--- config.mk ---
export PLATFORM = sky130hd
export DESIGN_NAME = ebin_channel
export DESIGN_NICKNAME = d
export VERILOG_FILES = /design/src/rtl/ebin_pkg.sv /design/src/rtl/ebin_lfsr_ctr.sv /design/src/rtl/ebin_peak_hold.sv /design/src/rtl/ebin_seq.sv /design/src/rtl/ebin_channel.sv
export SDC_FILE = /design/constraint.sdc
export NUM_CORES = 1
export LEC_CHECK = 0
export BUFFER_PORTS_ARGS = -buffer_cell sky130_fd_sc_hd__buf_2
export CORE_ASPECT_RATIO = 1.75
export CORE_MARGIN = 4
export CORE_UTILIZATION = 54
export DETAILED_ROUTE_END_ITERATION = 10
export PLACE_DENSITY = 0.8
export SYNTH_ARGS = -nofsm -noshare
export SYNTH_HDL_FRONTEND = slang
export SYNTH_SLANG_ARGS = --single-unit
--- constraint.sdc ---
create_clock -name clk -period 2.9 [get_ports clk]
set_input_delay 0.145 -clock clk [delete_from_list [all_inputs] [get_ports clk]]
set_output_delay 0.145 -clock clk [all_outputs]
set_load 0.02 [all_outputs]
--- src/rtl/ebin_pkg.sv ---
// Package: shared constants, state type and sequence step for the
// energy-bin classifier. Assumes 8-bit counters with a fixed tap set.
package ebin_pkg;

    localparam int          CNT_W    = 8;
    localparam logic [7:0]  CNT_SEED = 8'h01;
    // Taps 8,6,5,4 of x^8+x^6+x^5+x^4+1 map to bits 7,5,4,3.
    localparam logic [7:0]  CNT_TAPS = 8'hB8;

    typedef enum logic [1:0] {
        SEQ_IDLE = 2'd0,
        SEQ_MEAS = 2'd1,
        SEQ_DEAD = 2'd2
    } seq_state_e;

    // Next state of the shift-register counter.
    function automatic logic [CNT_W-1:0] cnt_step(input logic [CNT_W-1:0] q);
        return {q[CNT_W-2:0], ^(q & CNT_TAPS)};
    endfunction

endpackage

--- src/rtl/ebin_lfsr_ctr.sv ---
// One event counter built as a maximal-length shift register.
// Assumes clr_i has priority: a restart with inc_i lands on one step past SEED.
// wrap_o flags an advance from the final state back to SEED.
module ebin_lfsr_ctr
    import ebin_pkg::*;
#(
    parameter logic [CNT_W-1:0] SEED = CNT_SEED
) (
    input  logic             clk,
    input  logic             rst_n,
    input  logic             clr_i,
    input  logic             inc_i,
    output logic [CNT_W-1:0] q_o,
    output logic             wrap_o
);

    logic [CNT_W-1:0] q;
    logic [CNT_W-1:0] q_adv;

    // Purpose: one feedback step of the current value.
    always_comb q_adv = cnt_step(q);

    // Purpose: restart, advance or hold the counter.
    always_ff @(posedge clk) begin
        if (!rst_n) begin
            q <= SEED;
        end else if (clr_i) begin
            q <= inc_i ? cnt_step(SEED) : SEED;
        end else if (inc_i) begin
            q <= q_adv;
        end
    end

    // Purpose: flag a wrap that is not masked by a restart.
    always_comb wrap_o = inc_i && !clr_i && (q_adv == SEED);

    assign q_o = q;

endmodule

--- src/rtl/ebin_peak_hold.sv ---
// Digital peak hold: sticky flag per comparator, priority pick of the
// highest flag, and a thermometer-code check of the raw comparator word.
// Assumes bit 0 is the lowest threshold and capture/clear come from the sequencer.
module ebin_peak_hold #(
    parameter int NUM_BINS = 8
) (
    input  logic                clk,
    input  logic                rst_n,
    input  logic [NUM_BINS-1:0] cmp_i,
    input  logic                capture_i,
    input  logic                clear_i,
    output logic [NUM_BINS-1:0] top_oh_o,
    output logic                bad_o
);

    logic [NUM_BINS-1:0] hold;
    logic [NUM_BINS-1:0] merged;

    // Purpose: accumulate comparator hits while the window is open.
    always_ff @(posedge clk) begin
        if (!rst_n) begin
            hold <= '0;
        end else if (clear_i) begin
            hold <= '0;
        end else if (capture_i) begin
            hold <= hold | cmp_i;
        end
    end

    // Purpose: include the current sample so the decision edge counts too.
    always_comb merged = hold | cmp_i;

    // Purpose: one-hot mark of the highest set flag.
    genvar gi;
    generate
        for (gi = 0; gi < NUM_BINS; gi++) begin : g_pick
            if (gi == NUM_BINS - 1) begin : g_top
                assign top_oh_o[gi] = merged[gi];
            end else begin : g_low
                assign top_oh_o[gi] = merged[gi] & ~(|merged[NUM_BINS-1:gi+1]);
            end
        end
    endgenerate

    // Purpose: a thermometer word plus one has no bit in common with itself.
    always_comb bad_o = |(cmp_i & (cmp_i + 1'b1));

endmodule

--- src/rtl/ebin_seq.sv ---
// Event sequencer: idle -> measuring (n1 cycles) -> dead (n2 cycles and
// filter reset released). Drives capture, decision and filter reset.
// Assumes n1 of 0 behaves as 1; age saturates so long programs stay safe.
module ebin_seq
    import ebin_pkg::*;
#(
    parameter int DLY_W = 8
) (
    input  logic             clk,
    input  logic             rst_n,
    input  logic             trig_i,
    input  logic [DLY_W-1:0] n1_i,
    input  logic [DLY_W-1:0] n2_i,
    input  logic [DLY_W-1:0] nfr_i,
    output logic             capture_o,
    output logic             decide_o,
    output logic             filt_rst_o
);

    localparam int AGE_W = DLY_W + 1;

    seq_state_e       st;
    logic [DLY_W-1:0] win_tmr;
    logic [DLY_W-1:0] dead_tmr;
    logic [AGE_W-1:0] age;
    logic [AGE_W-1:0] age_inc;
    logic             frst;

    // Purpose: saturating age since the event started.
    always_comb age_inc = (&age) ? age : age + 1'b1;

    // Purpose: state, window, dead-time and filter-reset registers.
    always_ff @(posedge clk) begin
        if (!rst_n) begin
            st       <= SEQ_IDLE;
            win_tmr  <= '0;
            dead_tmr <= '0;
            age      <= '0;
            frst     <= 1'b0;
        end else begin
            case (st)
                SEQ_IDLE: begin
                    if (trig_i) begin
                        st      <= SEQ_MEAS;
                        win_tmr <= (n1_i == '0) ? DLY_W'(1) : n1_i;
                        age     <= '0;
                    end
                end
                SEQ_MEAS: begin
                    age <= age_inc;
                    if (win_tmr == DLY_W'(1)) begin
                        st       <= SEQ_DEAD;
                        dead_tmr <= n2_i;
                        frst     <= 1'b1;
                    end else begin
                        win_tmr <= win_tmr - 1'b1;
                    end
                end
                SEQ_DEAD: begin
                    age <= age_inc;
                    if (dead_tmr != '0) begin
                        dead_tmr <= dead_tmr - 1'b1;
                    end
                    if (frst && (age_inc >= AGE_W'(nfr_i))) begin
                        frst <= 1'b0;
                    end
                    if ((dead_tmr == '0) && !frst) begin
                        st <= SEQ_IDLE;
                    end
                end
                default: st <= SEQ_IDLE;
            endcase
        end
    end

    // Purpose: open the sticky flags on the trigger edge and through the window.
    always_comb capture_o = ((st == SEQ_IDLE) && trig_i) || (st == SEQ_MEAS);

    // Purpose: the decision falls on the last window edge.
    always_comb decide_o = (st == SEQ_MEAS) && (win_tmr == DLY_W'(1));

    assign filt_rst_o = frst;

endmodule

--- src/rtl/ebin_channel.sv ---
// Top of one channel: peak hold, sequencer, one counter per bin, sticky
// status and snapshot shadows. Assumes comparator bits are already
// synchronous to clk.
module ebin_channel
    import ebin_pkg::*;
#(
    parameter int NUM_BINS = 8,
    parameter int DLY_W    = 8
) (
    input  logic                      clk,
    input  logic                      rst_n,
    input  logic [NUM_BINS-1:0]       cmp_i,
    input  logic [DLY_W-1:0]          n1_i,
    input  logic [DLY_W-1:0]          n2_i,
    input  logic [DLY_W-1:0]          nfr_i,
    input  logic                      snap_i,
    output logic                      filt_rst_o,
    output logic [NUM_BINS*CNT_W-1:0] cnt_o,
    output logic [1:0]                stat_o,
    output logic [NUM_BINS*CNT_W-1:0] shot_cnt_o,
    output logic [1:0]                shot_stat_o
);

    localparam int VEC_W = NUM_BINS * CNT_W;

    logic                capture;
    logic                decide;
    logic                bad_pat;
    logic [NUM_BINS-1:0] top_oh;
    logic [NUM_BINS-1:0] inc_vec;
    logic [NUM_BINS-1:0] wrap_vec;
    logic [1:0]          stat;
    logic [VEC_W-1:0]    shot_cnt;
    logic [1:0]          shot_stat;

    ebin_peak_hold #(
        .NUM_BINS (NUM_BINS)
    ) u_hold (
        .clk       (clk),
        .rst_n     (rst_n),
        .cmp_i     (cmp_i),
        .capture_i (capture),
        .clear_i   (decide),
        .top_oh_o  (top_oh),
        .bad_o     (bad_pat)
    );

    ebin_seq #(
        .DLY_W (DLY_W)
    ) u_seq (
        .clk        (clk),
        .rst_n      (rst_n),
        .trig_i     (cmp_i[0]),
        .n1_i       (n1_i),
        .n2_i       (n2_i),
        .nfr_i      (nfr_i),
        .capture_o  (capture),
        .decide_o   (decide),
        .filt_rst_o (filt_rst_o)
    );

    // Purpose: route the decision to the chosen bin only.
    always_comb inc_vec = decide ? top_oh : '0;

    genvar gb;
    generate
        for (gb = 0; gb < NUM_BINS; gb++) begin : g_bin
            ebin_lfsr_ctr #(
                .SEED (CNT_SEED)
            ) u_ctr (
                .clk    (clk),
                .rst_n  (rst_n),
                .clr_i  (snap_i),
                .inc_i  (inc_vec[gb]),
                .q_o    (cnt_o[gb*CNT_W +: CNT_W]),
                .wrap_o (wrap_vec[gb])
            );
        end
    endgenerate

    // Purpose: sticky status, restarted by a snapshot.
    always_ff @(posedge clk) begin
        if (!rst_n) begin
            stat <= '0;
        end else if (snap_i) begin
            stat <= {bad_pat, 1'b0};
        end else begin
            stat <= stat | {bad_pat, |wrap_vec};
        end
    end

    // Purpose: capture counters and status into the shadows on request.
    always_ff @(posedge clk) begin
        if (!rst_n) begin
            shot_cnt  <= '0;
            shot_stat <= '0;
        end else if (snap_i) begin
            shot_cnt  <= cnt_o;
            shot_stat <= stat;
        end
    end

    assign stat_o      = stat;
    assign shot_cnt_o  = shot_cnt;
    assign shot_stat_o = shot_stat;

endmodule

==> results of run 1 <==
-- how the worst min path moves through the flow --
stage             start                     to  cells after the start
6_report       cmp_i[6]         u_hold.hold[6]                      3
5_1_grt           rst_n  g_bin[4].u_ctr.q_o[0]                      2
4_1_cts        cmp_i[6]         u_hold.hold[6]                      3
3_5_place_dp   cmp_i[5]         u_hold.hold[5]                      3
3_3_place_gp   cmp_i[5]         u_hold.hold[5]                      3
2_1_floorplan  cmp_i[1]         u_hold.hold[1]                      2
-- logic make-up (layout without fill, tap and decap cells) --
group	after synthesis	in the layout	synth area share (%)
simple gates	314	314	19.7
flops	168	168	45.2
compound gates	141	141	11.4
mux	101	101	13.6
buf+inv	76	246	3.93
xor+xnor	31	31	3.65
fa+ha+maj	15	15	2.52
other cells	0	2	0
-- cells in the mapped netlist, types with 5 or more instances --
master	n	share of area, %
nand3_1	15	1.0
inv_1	27	1.4
o211ai_1	5	0.50
a31oi_1	5	0.42
clkbuf_1	41	2.1
a21oi_1	55	3.7
buf_2	6	0.40
dfxtp_1	168	45
nand3b_1	6	0.60
mux2i_1	99	13
nand2_1	64	3.2
a211oi_1	6	0.60
o21ai_0	37	2.5
ha_1	15	2.5
nor2_1	156	7.9
nor3_1	19	1.3
and2_1	5	0.42
xnor2_1	27	3.2
nor4_1	12	1.0
-- flip-flops by register name (all words and copies together), names as in the netlist --
| name | flops |
|---|---|
| g_bin.u_ctr.q_o | 64 |
| shot_stat_o | 2 |
| u_seq.win_tmr | 8 |
| u_hold.hold | 8 |
| u_seq.st | 2 |
| stat_o | 2 |
| u_seq.age | 9 |
| u_seq.dead_tmr | 8 |
| shot_cnt_o | 64 |
| u_seq.filt_rst_o | 1 |
-- final cells by class --
class / count / area share, %
antenna: 2 / 0.0552
tap: 174 / 2.40
clock inverter: 15 / 1.71
multi-input combinational: 602 / 41.8
timing repair buffer: 187 / 11.1
sequential: 168 / 37.1
inverter: 27 / 1.12
clock buffer: 17 / 4.69
-- worst reg2reg max path, cell delays in order (launching register included) --
cell	delay (ns)
dfxtp_1	0.43
ha_1	0.25
and3_2	0.28
nand4_1	0.19
buf_4	0.22
mux2_2	0.27
ha_1	0.27
a21o_1	0.10
a21oi_1	0.07
o21ai_0	0.16
o211ai_1	0.12
a32o_1	0.26
-- metal layers --
| metal | wire length, um | GRT usage, % |
|---|---|---|
| met1 | 7220 | 25.5 |
| met2 | 10200 | 43.8 |
| met3 | 944 | 5.00 |
| met4 | 472 | 9.90 |
| met5 | 0 | 0 |
-- stage by stage --
step / instance area, um^2 / power, uW / utilization, % / hold WS [ns] / cells
6_report: 9070 / 5210 / 67.4 / 0.0183 / 1192
5_1_grt: 9060 / 5410 / 67.4 / 0.0300 / 1190
4_1_cts: 9060 / 5230 / 67.3 / 0.00855 / 1190
3_5_place_dp: 8450 / 3060 / 62.8 / 0.425 / 1155
3_3_place_gp: 8450 / 3050 / 62.8 / 0.416 / 1155
2_1_floorplan: 7440 / 2890 / - / 0.283 / 846
-- repair_timing --
action | CTS | global route
setup buffers | 0 | 0
gates resized for setup | 0 | 3
setup endpoints to repair | 0 | 1
hold buffers | 3 | 0
endpoints found under the hold margin | 3 | 0
-- report_power, final --
| group | switching, uW | internal [uW] | total [uW] |
|---|---|---|---|
| Combinational | 363 | 226 | 589 |
| Clock | 1040 | 1150 | 2190 |
| Sequential | 58.1 | 2370 | 2430 |
==> impl_metrics.tcl, run 1 <==
set metrics [dict create \
    status "complete, no violations" \
    crit_start "u_seq.age[0]" \
    cts_buffers 17 \
    cts_tree "done" \
    maxCapViolations 0 \
    core-area_um2 13500 \
    grt-ovfl-total 0 \
    n_fill_cell 1140 \
    grt_usage_pct 23.5 \
    grt_max_degree 41 \
    hpwlAfterDp_mm 13.8 \
    finalClockSkew_ns 0.0114 \
    synth_cells 846 \
    final_common_cell "dfxtp_1" \
    critPathBufInv 1 \
    fin_crit_ns 2.73 \
    critPathArrivalTime_ns 3.05 \
    cp.required_ns 3.22 \
    seq_area_um2 3360 \
    rows 56 \
    drv_slew 0 \
    cp-end-kind "register" \
    setup-tns-final_ns 0 \
    slowest_delay_ns 0.43 \
    pre_cts_ws_ns 0.125 \
    antenna_found_initial 0 \
    nets 1053 \
    viasPerCell 5.55 \
    cellPowerDensity_nw_per_um2 575 \
    clockBufferDepth 2 \
    numPortBuffers 167 \
    io_pins 168 \
    drc 0 \
    setup_violations 0 \
    grt_pass1_wl_mm 30.8 \
    start_util_pct 55.3 \
    drive_gt1_share_pct 23.0 \
    max_clock_freq_mhz 366 \
    vias 6617 \
    die-width_um 96.8 \
    p_leak_uw 0.00413 \
    critical_path.max_fanout 7 \
    tightest_slew_ns 0.737 \
    synthesis.area_um2 7440 \
    crit_chain "ha_1 -> and3_2 -> nand4_1 -> buf_4 -> mux2_2 -> ha_1 -> a21o_1 -> a21oi_1 -> o21ai_0 -> o211ai_1 -> a32o_1" \
    ys_ff_latch 168 \
    grt_setup_unrepaired "false" \
    numClockSinks 168 \
    reg2reg_from "u_seq.age[0]" \
    cpMaxStageDelayCell "dfxtp_1" \
    reg2reg_depth 11 \
    synthDistinctLibCells 56 \
    htreeDepth 4 \
    synth_nets 896 \
    ir_drop_v 0.000468 \
    syn_to_final_growth_pct 21.8 \
    path_depth 11 \
    fin_ws_ns 0.166 \
    wl_per_cell_um 15.8 \
    yosysSeqAreaShare_pct 45.2 \
    crit_type "reg2reg" \
    gp_congestion 0.926 \
    worstReg2RegEnd "u_seq.filt_rst_o" \
    drt.antenna.violating_nets 0 \
    min_period_over_period_pct 94.3 \
    slew_headroom_pct 50.4 \
    drtIter0Drc 283 \
    critPathLaunchType "register" \
    synth_top_flop_cell "dfxtp_1" \
    clk_latency_ns 0.43 \
    async_flop_share_pct 0 \
    root_buffer "clkbuf_16" \
    cts.clk_slew.worst_paths_ns 0.07 \
    final_cell_mix "dfxtp_1, buf_2, nor2_1" \
    cp_common_cell "ha_1" \
    hold_viol 0 \
    crit_family "compound AO/OA/AOI/OAI gates" \
    grt_pass1_vias 6410 \
    die_y_um 163 \
    r2r_slack_ns 0.17 \
    synth_edf_count 0 \
    multi_input_area_um2 3790 \
    hold_class "in2reg" \
    die_area_um2 15800 \
    syn_area_per_cell_um2 8.80 \
    endpoint "u_seq.filt_rst_o" \
    drt_first_pass_iters 4 \
    synth_warnings 0 \
    wl_mm 18.9 \
]
Note: power is estimated with default switching activity, not from simulation.
==> run 2: changes to the inputs <==
--- a/config.mk
+++ b/config.mk
@@ -5,12 +5,12 @@
 export SDC_FILE = /design/constraint.sdc
 export NUM_CORES = 1
 export LEC_CHECK = 0
-export BUFFER_PORTS_ARGS = -buffer_cell sky130_fd_sc_hd__buf_2
 export CORE_ASPECT_RATIO = 1.75
 export CORE_MARGIN = 4
-export CORE_UTILIZATION = 54
+export CORE_UTILIZATION = 60
 export DETAILED_ROUTE_END_ITERATION = 10
-export PLACE_DENSITY = 0.8
+export DONT_BUFFER_PORTS = 1
+export PLACE_DENSITY = 0.76
 export SYNTH_ARGS = -nofsm -noshare
 export SYNTH_HDL_FRONTEND = slang
 export SYNTH_SLANG_ARGS = --single-unit
==> run 2 against run 1 <==
Clock skew decreased by 0.0013 ns. Critical endpoint unchanged. Die area decreased by 9.4%. Count of clock-buffer cells in the layout unchanged. Highest routed layer unchanged. Largest cell class unchanged. Register-to-register slack improved by 0.04 ns. First-iteration DRC count increased by 21%. Flip-flop and latch count unchanged. Combinational power decreased by 8.1%. Worst hold slack about the same. Global-route usage increased by 3.0 points. Utilization increased by 2.3 points.
==> impl_metrics.tcl, run 2 (synthesis results as in run 1) <==
set metrics [dict create \
    status "complete, no violations" \
    p_leak_uw 0.00338 \
    vias 6154 \
    maxCapViolations 0 \
    cpMaxStageDelayCell "dfxtp_1" \
    antenna_found_initial 0 \
    slew_headroom_pct 36.2 \
    cp_common_cell "ha_1" \
    place_area_um2 7570 \
    critPathArrivalTime_ns 3.01 \
    die-width_um 92.2 \
    diodes 0 \
    hold_depth 2 \
    final_cell_mix "dfxtp_1, nor2_1, mux2i_1" \
    grt_setup_unrepaired "false" \
    htreeDepth 4 \
    wl_mm 19.0 \
    cts_buffers 17 \
    core-area_um2 12100 \
    die_area_um2 14300 \
    rows 53 \
    drv_slew 0 \
    setup-tns-final_ns 0 \
    viasPerCell 6.00 \
    fin_crit_ns 2.70 \
    reg2reg_from "u_seq.age[0]" \
    hold_class "in2reg" \
    cts_tree "done" \
    die_y_um 155 \
    finalInstanceArea_um2 8410 \
    drc 0 \
    crit_type "reg2reg" \
    hpwlAfterDp_mm 13.2 \
    worstHoldStart "n2_i[0]" \
    clk_latency_ns 0.42 \
    grt_max_degree 85 \
    start_util_pct 61.7 \
    critPathBufInv 1 \
    nets 899 \
    cts.clk_slew.worst_paths_ns 0.07 \
    numPortBuffers 0 \
    crit_family "compound AO/OA/AOI/OAI gates" \
    syn_to_final_growth_pct 13.0 \
    critical_path.max_fanout 7 \
    drtIter0Drc 342 \
    grt-ovfl-total 0 \
    reg2reg_depth 11 \
    tightest_slew_ns 0.954 \
    grt_pass1_vias 6200 \
    max_clock_freq_mhz 371 \
    slowest_delay_ns 0.42 \
    drt.antenna.violating_nets 0 \
    worstReg2RegEnd "u_seq.filt_rst_o" \
    gp_congestion 0.945 \
    dp_cells 977 \
    setup_violations 0 \
    cellPowerDensity_nw_per_um2 644 \
    io_pins 168 \
    critPathLaunchType "register" \
    numClockSinks 168 \
    root_buffer "clkbuf_16" \
    finalClockSkew_ns 0.0101 \
    min_period_over_period_pct 93.1 \
    final_cells 1026 \
    grt_usage_pct 26.5 \
    cts_setup_buffers 0 \
    clockBufferDepth 2 \
    crit_chain "ha_1 -> and3_2 -> nand4_1 -> buf_4 -> mux2_2 -> ha_1 -> a21o_1 -> a21oi_1 -> o21ai_1 -> o211ai_1 -> a32o_1" \
    hold_path_end "u_seq.dead_tmr[0]" \
    final_common_cell "dfxtp_1" \
    cp.required_ns 3.21 \
    hold_viol 0 \
    drt_first_pass_iters 4 \
    wl_per_cell_um 18.5 \
    cp-end-kind "register" \
    r2r_slack_ns 0.20 \
    drive_gt1_share_pct 7.67 \
    ir_drop_v 0.000535 \
    grt_pass1_wl_mm 30.9 \
]
-- run 2: cell count changes in the layout (fill, tap and decap cells not counted), sizes merged --
cell,change
buf,-168
dlygate4sd3,+14
bufinv,+4
clkinv,-2
clkinvlp,-2
diode,-2
inv,-1
-- run 2: stage by stage --
step | hold WS, ns | util (%) | worst slack, ns | total power (uW)
CTS | 0.00324 | 69.6 | 0.0993 | 5450
global route | 0.0283 | 69.7 | 0.000269 | 5620
floorplan | 0.283 | - | 0.229 | 2890
detailed placement | 0.223 | 62.7 | 0.113 | 2980
finish | 0.0187 | 69.7 | 0.201 | 5420
global placement | 0.215 | 62.7 | 0.253 | 2960
-- run 2: cell type report --
type	count	area (um^2)
timing repair buffer	33	310
inverter	27	101
sequential	168	3360
multi-input combinational	602	3800
fill	957	3660
clock inverter	14	208
tap	165	206
clock buffer	17	425
-- run 2: worst max-delay path by stage --
stage                             from          endpoint  cells past startpoint
final                     u_seq.age[0]  u_seq.filt_rst_o                     11
after global routing      u_seq.age[0]  u_seq.filt_rst_o                     11
after floorplan           u_seq.age[0]  u_seq.filt_rst_o                     13
after CTS                 u_seq.age[0]  u_seq.filt_rst_o                     11
after global placement    u_seq.age[0]  u_seq.filt_rst_o                     11
after detailed placement  u_seq.age[0]  u_seq.filt_rst_o                     11
-- run 2: what timing repair did --
item | CTS | global route
hold endpoints to repair | 102 | 0
hold buffers | 18 | 0
gates resized for setup | 0 | 6
endpoints found under the setup margin | 0 | 3
-- run 2: power by group --
group          internal (uW)  leakage (uW)  switching (uW)
logic                    211       0.00171             330
clock network           1460      0.000309             963
registers               2370       0.00136            81.6
total                   4050       0.00338            1370
-- run 2: routing by layer --
layer	vias up	share of wire, %	track usage [%]
met5	-	0	0
met2	240	54	49.1
li1	2934	-	-
met3	43	7.4	7.84
met1	2937	36	27.5
met4	0	2.4	10.6
==> run 3: changes to the inputs <==
--- a/config.mk
+++ b/config.mk
@@ -13,4 +13,5 @@
 export PLACE_DENSITY = 0.76
 export SYNTH_ARGS = -nofsm -noshare
 export SYNTH_HDL_FRONTEND = slang
+export SYNTH_HIERARCHICAL = 1
 export SYNTH_SLANG_ARGS = --single-unit
==> constraint.sdc (replaced) <==
create_clock -name clk -period 2.7 [get_ports clk]
set_input_delay 0.135 -clock clk [delete_from_list [all_inputs] [get_ports clk]]
set_output_delay 0.135 -clock clk [all_outputs]
set_load 0.1 [all_outputs]
==> run 3 against run 2 <==
Count of clock-buffer cells in the layout is 1 higher. Via count rose by 14%. Global-route usage grew 2.8 points. Critical path type unchanged. Largest cell class unchanged. Highest routed layer unchanged.
==> impl_metrics.tcl, run 3 <==
set metrics [dict create \
    status "complete, no violations" \
    drv_slew 0 \
    finalClockSkew_ns 0.0122 \
    synth_warnings 6 \
    n_fill_cell 894 \
    numClockSinks 168 \
    cts_tree "done" \
    grt_setup_unrepaired "false" \
    yosys-top-cells-count "dfxtp_1, nor2_1, mux2i_1, nand2_1, a21oi_1" \
    async_flop_share_pct 0 \
    min_period_over_period_pct 92.3 \
    hold_depth 3 \
    hold_class "in2reg" \
    core-area_um2 12900 \
    die-width_um 94.6 \
    finalInstanceArea_um2 9880 \
    critPathLaunchType "register" \
    root_buffer "clkbuf_16" \
    viasPerCell 5.93 \
    die_y_um 159 \
    cts_buffers 17 \
    seq_area_um2 3360 \
    drt_first_pass_iters 5 \
    numPortBuffers 0 \
    final_cell_mix "dfxtp_1, nor2_1, buf_4" \
    critical_path.max_fanout 12 \
    synth_edf_count 0 \
    wl_per_cell_um 18.9 \
    synthDistinctLibCells 73 \
    reg2reg_depth 10 \
    drc 0 \
    critPathArrivalTime_ns 2.79 \
    tightest_slew_ns 1.08 \
    syn_to_final_growth_pct 25.5 \
    setup-tns-final_ns 0 \
    htreeDepth 4 \
    place_area_um2 8890 \
    final_util_pct 76.7 \
    synth_cells 831 \
    grt_max_degree 86 \
    diodes 0 \
    antenna_found_initial 0 \
    io_pins 168 \
    setup_violations 0 \
    maxCapViolations 0 \
    drt.antenna.violating_nets 0 \
    crit_type "reg2reg" \
    slowest_delay_ns 0.55 \
    grt-ovfl-total 0 \
    gp_congestion 0.902 \
    grt_pass1_wl_mm 35.4 \
    die_area_um2 15100 \
    wl_mm 22.3 \
    ir_drop_v 0.000556 \
    synthesis.area_um2 7870 \
    ys_top_cells_by_area "dfxtp_1, mux2i_1, nor2_1, xnor2_1, ha_1" \
    cpMaxStageDelayCell "dlygate4sd3_1" \
    rows 55 \
    drive_gt1_share_pct 19.6 \
    grt_pass1_vias 7280 \
    drtIter0Drc 348 \
    cp.required_ns 3.00 \
    crit_chain "inv_1 -> ha_1 -> nor3b_1 -> and4_4 -> and2_1 -> buf_4 -> nor2_1 -> dlygate4sd3_1 -> nand2_1 -> a21boi_0" \
    synth_nets 882 \
    cts.clk_slew.worst_paths_ns 0.07 \
    slew_headroom_pct 27.7 \
    hold_viol 0 \
    start_util_pct 61.1 \
    cellPowerDensity_nw_per_um2 663 \
    netlist.area_leader.share_pct 42.7 \
    clk_latency_ns 0.42 \
    p_leak_uw 0.00406 \
    final_cells 1180 \
    clockBufferDepth 2 \
    synthMostInstantiatedCell "dfxtp_1" \
    cts_setup_buffers 0 \
    nets 1047 \
    hpwlAfterDp_mm 15.0 \
    ys_ff_latch 168 \
    synth_top_flop_cell "dfxtp_1" \
    grt_usage_pct 29.3 \
    syn_area_per_cell_um2 9.47 \
    final_common_cell "dfxtp_1" \
    multi_input_area_um2 4120 \
    yosysSeqAreaShare_pct 42.7 \
    yosys.area.top_type "dfxtp_1" \
    vias 7000 \
    cp-end-kind "register" \
    fin_crit_ns 2.49 \
    max_clock_freq_mhz 401 \
    dp_cells 1109 \
]
[run 3: cell count changes after synthesis, sizes merged, moves of 12 or more]
cell / delta
a21oi: -27
buf: +20
clkbuf: -29
mux2i: +20
nand2: -26
nor4b: +12
o21ai: -16
[run 3: cell type report]
type	instances	area share, %
multi-input cells	598	41.7
clock buffers	18	4.35
flip-flops and latches	168	34.1
well taps	171	2.17
clock inverters	14	1.34
repair buffers	186	15.4
inverters	25	0.950
[run 3: path summary, 6_finish.rpt]
check | start | end | slack (ns)
max reg2reg | u_seq/st[1] | g_bin[6].u_ctr/q_o[1] | 0.21
min | rst_n | u_seq/age[2] | 0.02
min reg2reg | u_hold/hold[0] | u_hold/hold[0] | 0.46
max | u_seq/st[1] | g_bin[6].u_ctr/q_o[1] | 0.21
[run 3: metal layers]
layer,wire (um),track usage [%],share of wire (%),vias up
met4,855,14.7,3.8,0
met2,12300,55.5,55,274
met3,1530,7.38,6.9,86
li1,-,-,-,3277
met5,0,0,0,-
met1,7600,28.2,34,3363
[run 3: power breakdown]
part / internal [uW] / switching, uW
Sequential: 2610 / 162
Clock: 1220 / 1080
Combinational: 528 / 948
Total: 4360 / 2190
[run 3: cell families after synthesis]
kind of cell               Yosys count  synth area share, %
AOI/OAI and AO/OA                  130                 12.0
xor gates and xnor gates            29                 3.23
adders and majority gates           16                 2.54
buffers and inverters               65                 4.99
DFF                                168                 42.7
muxes                              120                 15.3
and+or+nand+nor                    303                 19.2
[run 3: critical path, delay by kind of cell, from the launching register on]
kind            cells  cell delay (ns)
fa+ha+maj           1             0.16
simple gates        5             0.95
compound gates      1             0.09
flops               1             0.34
buf+inv             3             0.82
[run 3: stage by stage]
step	power (uW)	hold slack [ns]	worst slack, ns
floorplan	3870	0.214	0.218
global route	6810	0.0101	0.0688
finish	6540	0.0222	0.209
detailed placement	4170	0.228	0.145
CTS	6520	0.00153	0.0135
global placement	4100	0.218	0.242
[run 3: what timing repair did]
item | CTS | global route
endpoints found under the setup margin | 0 | 4
hold endpoints to repair | 141 | 1
gates resized for setup | 0 | 4
hold buffers | 38 | 1
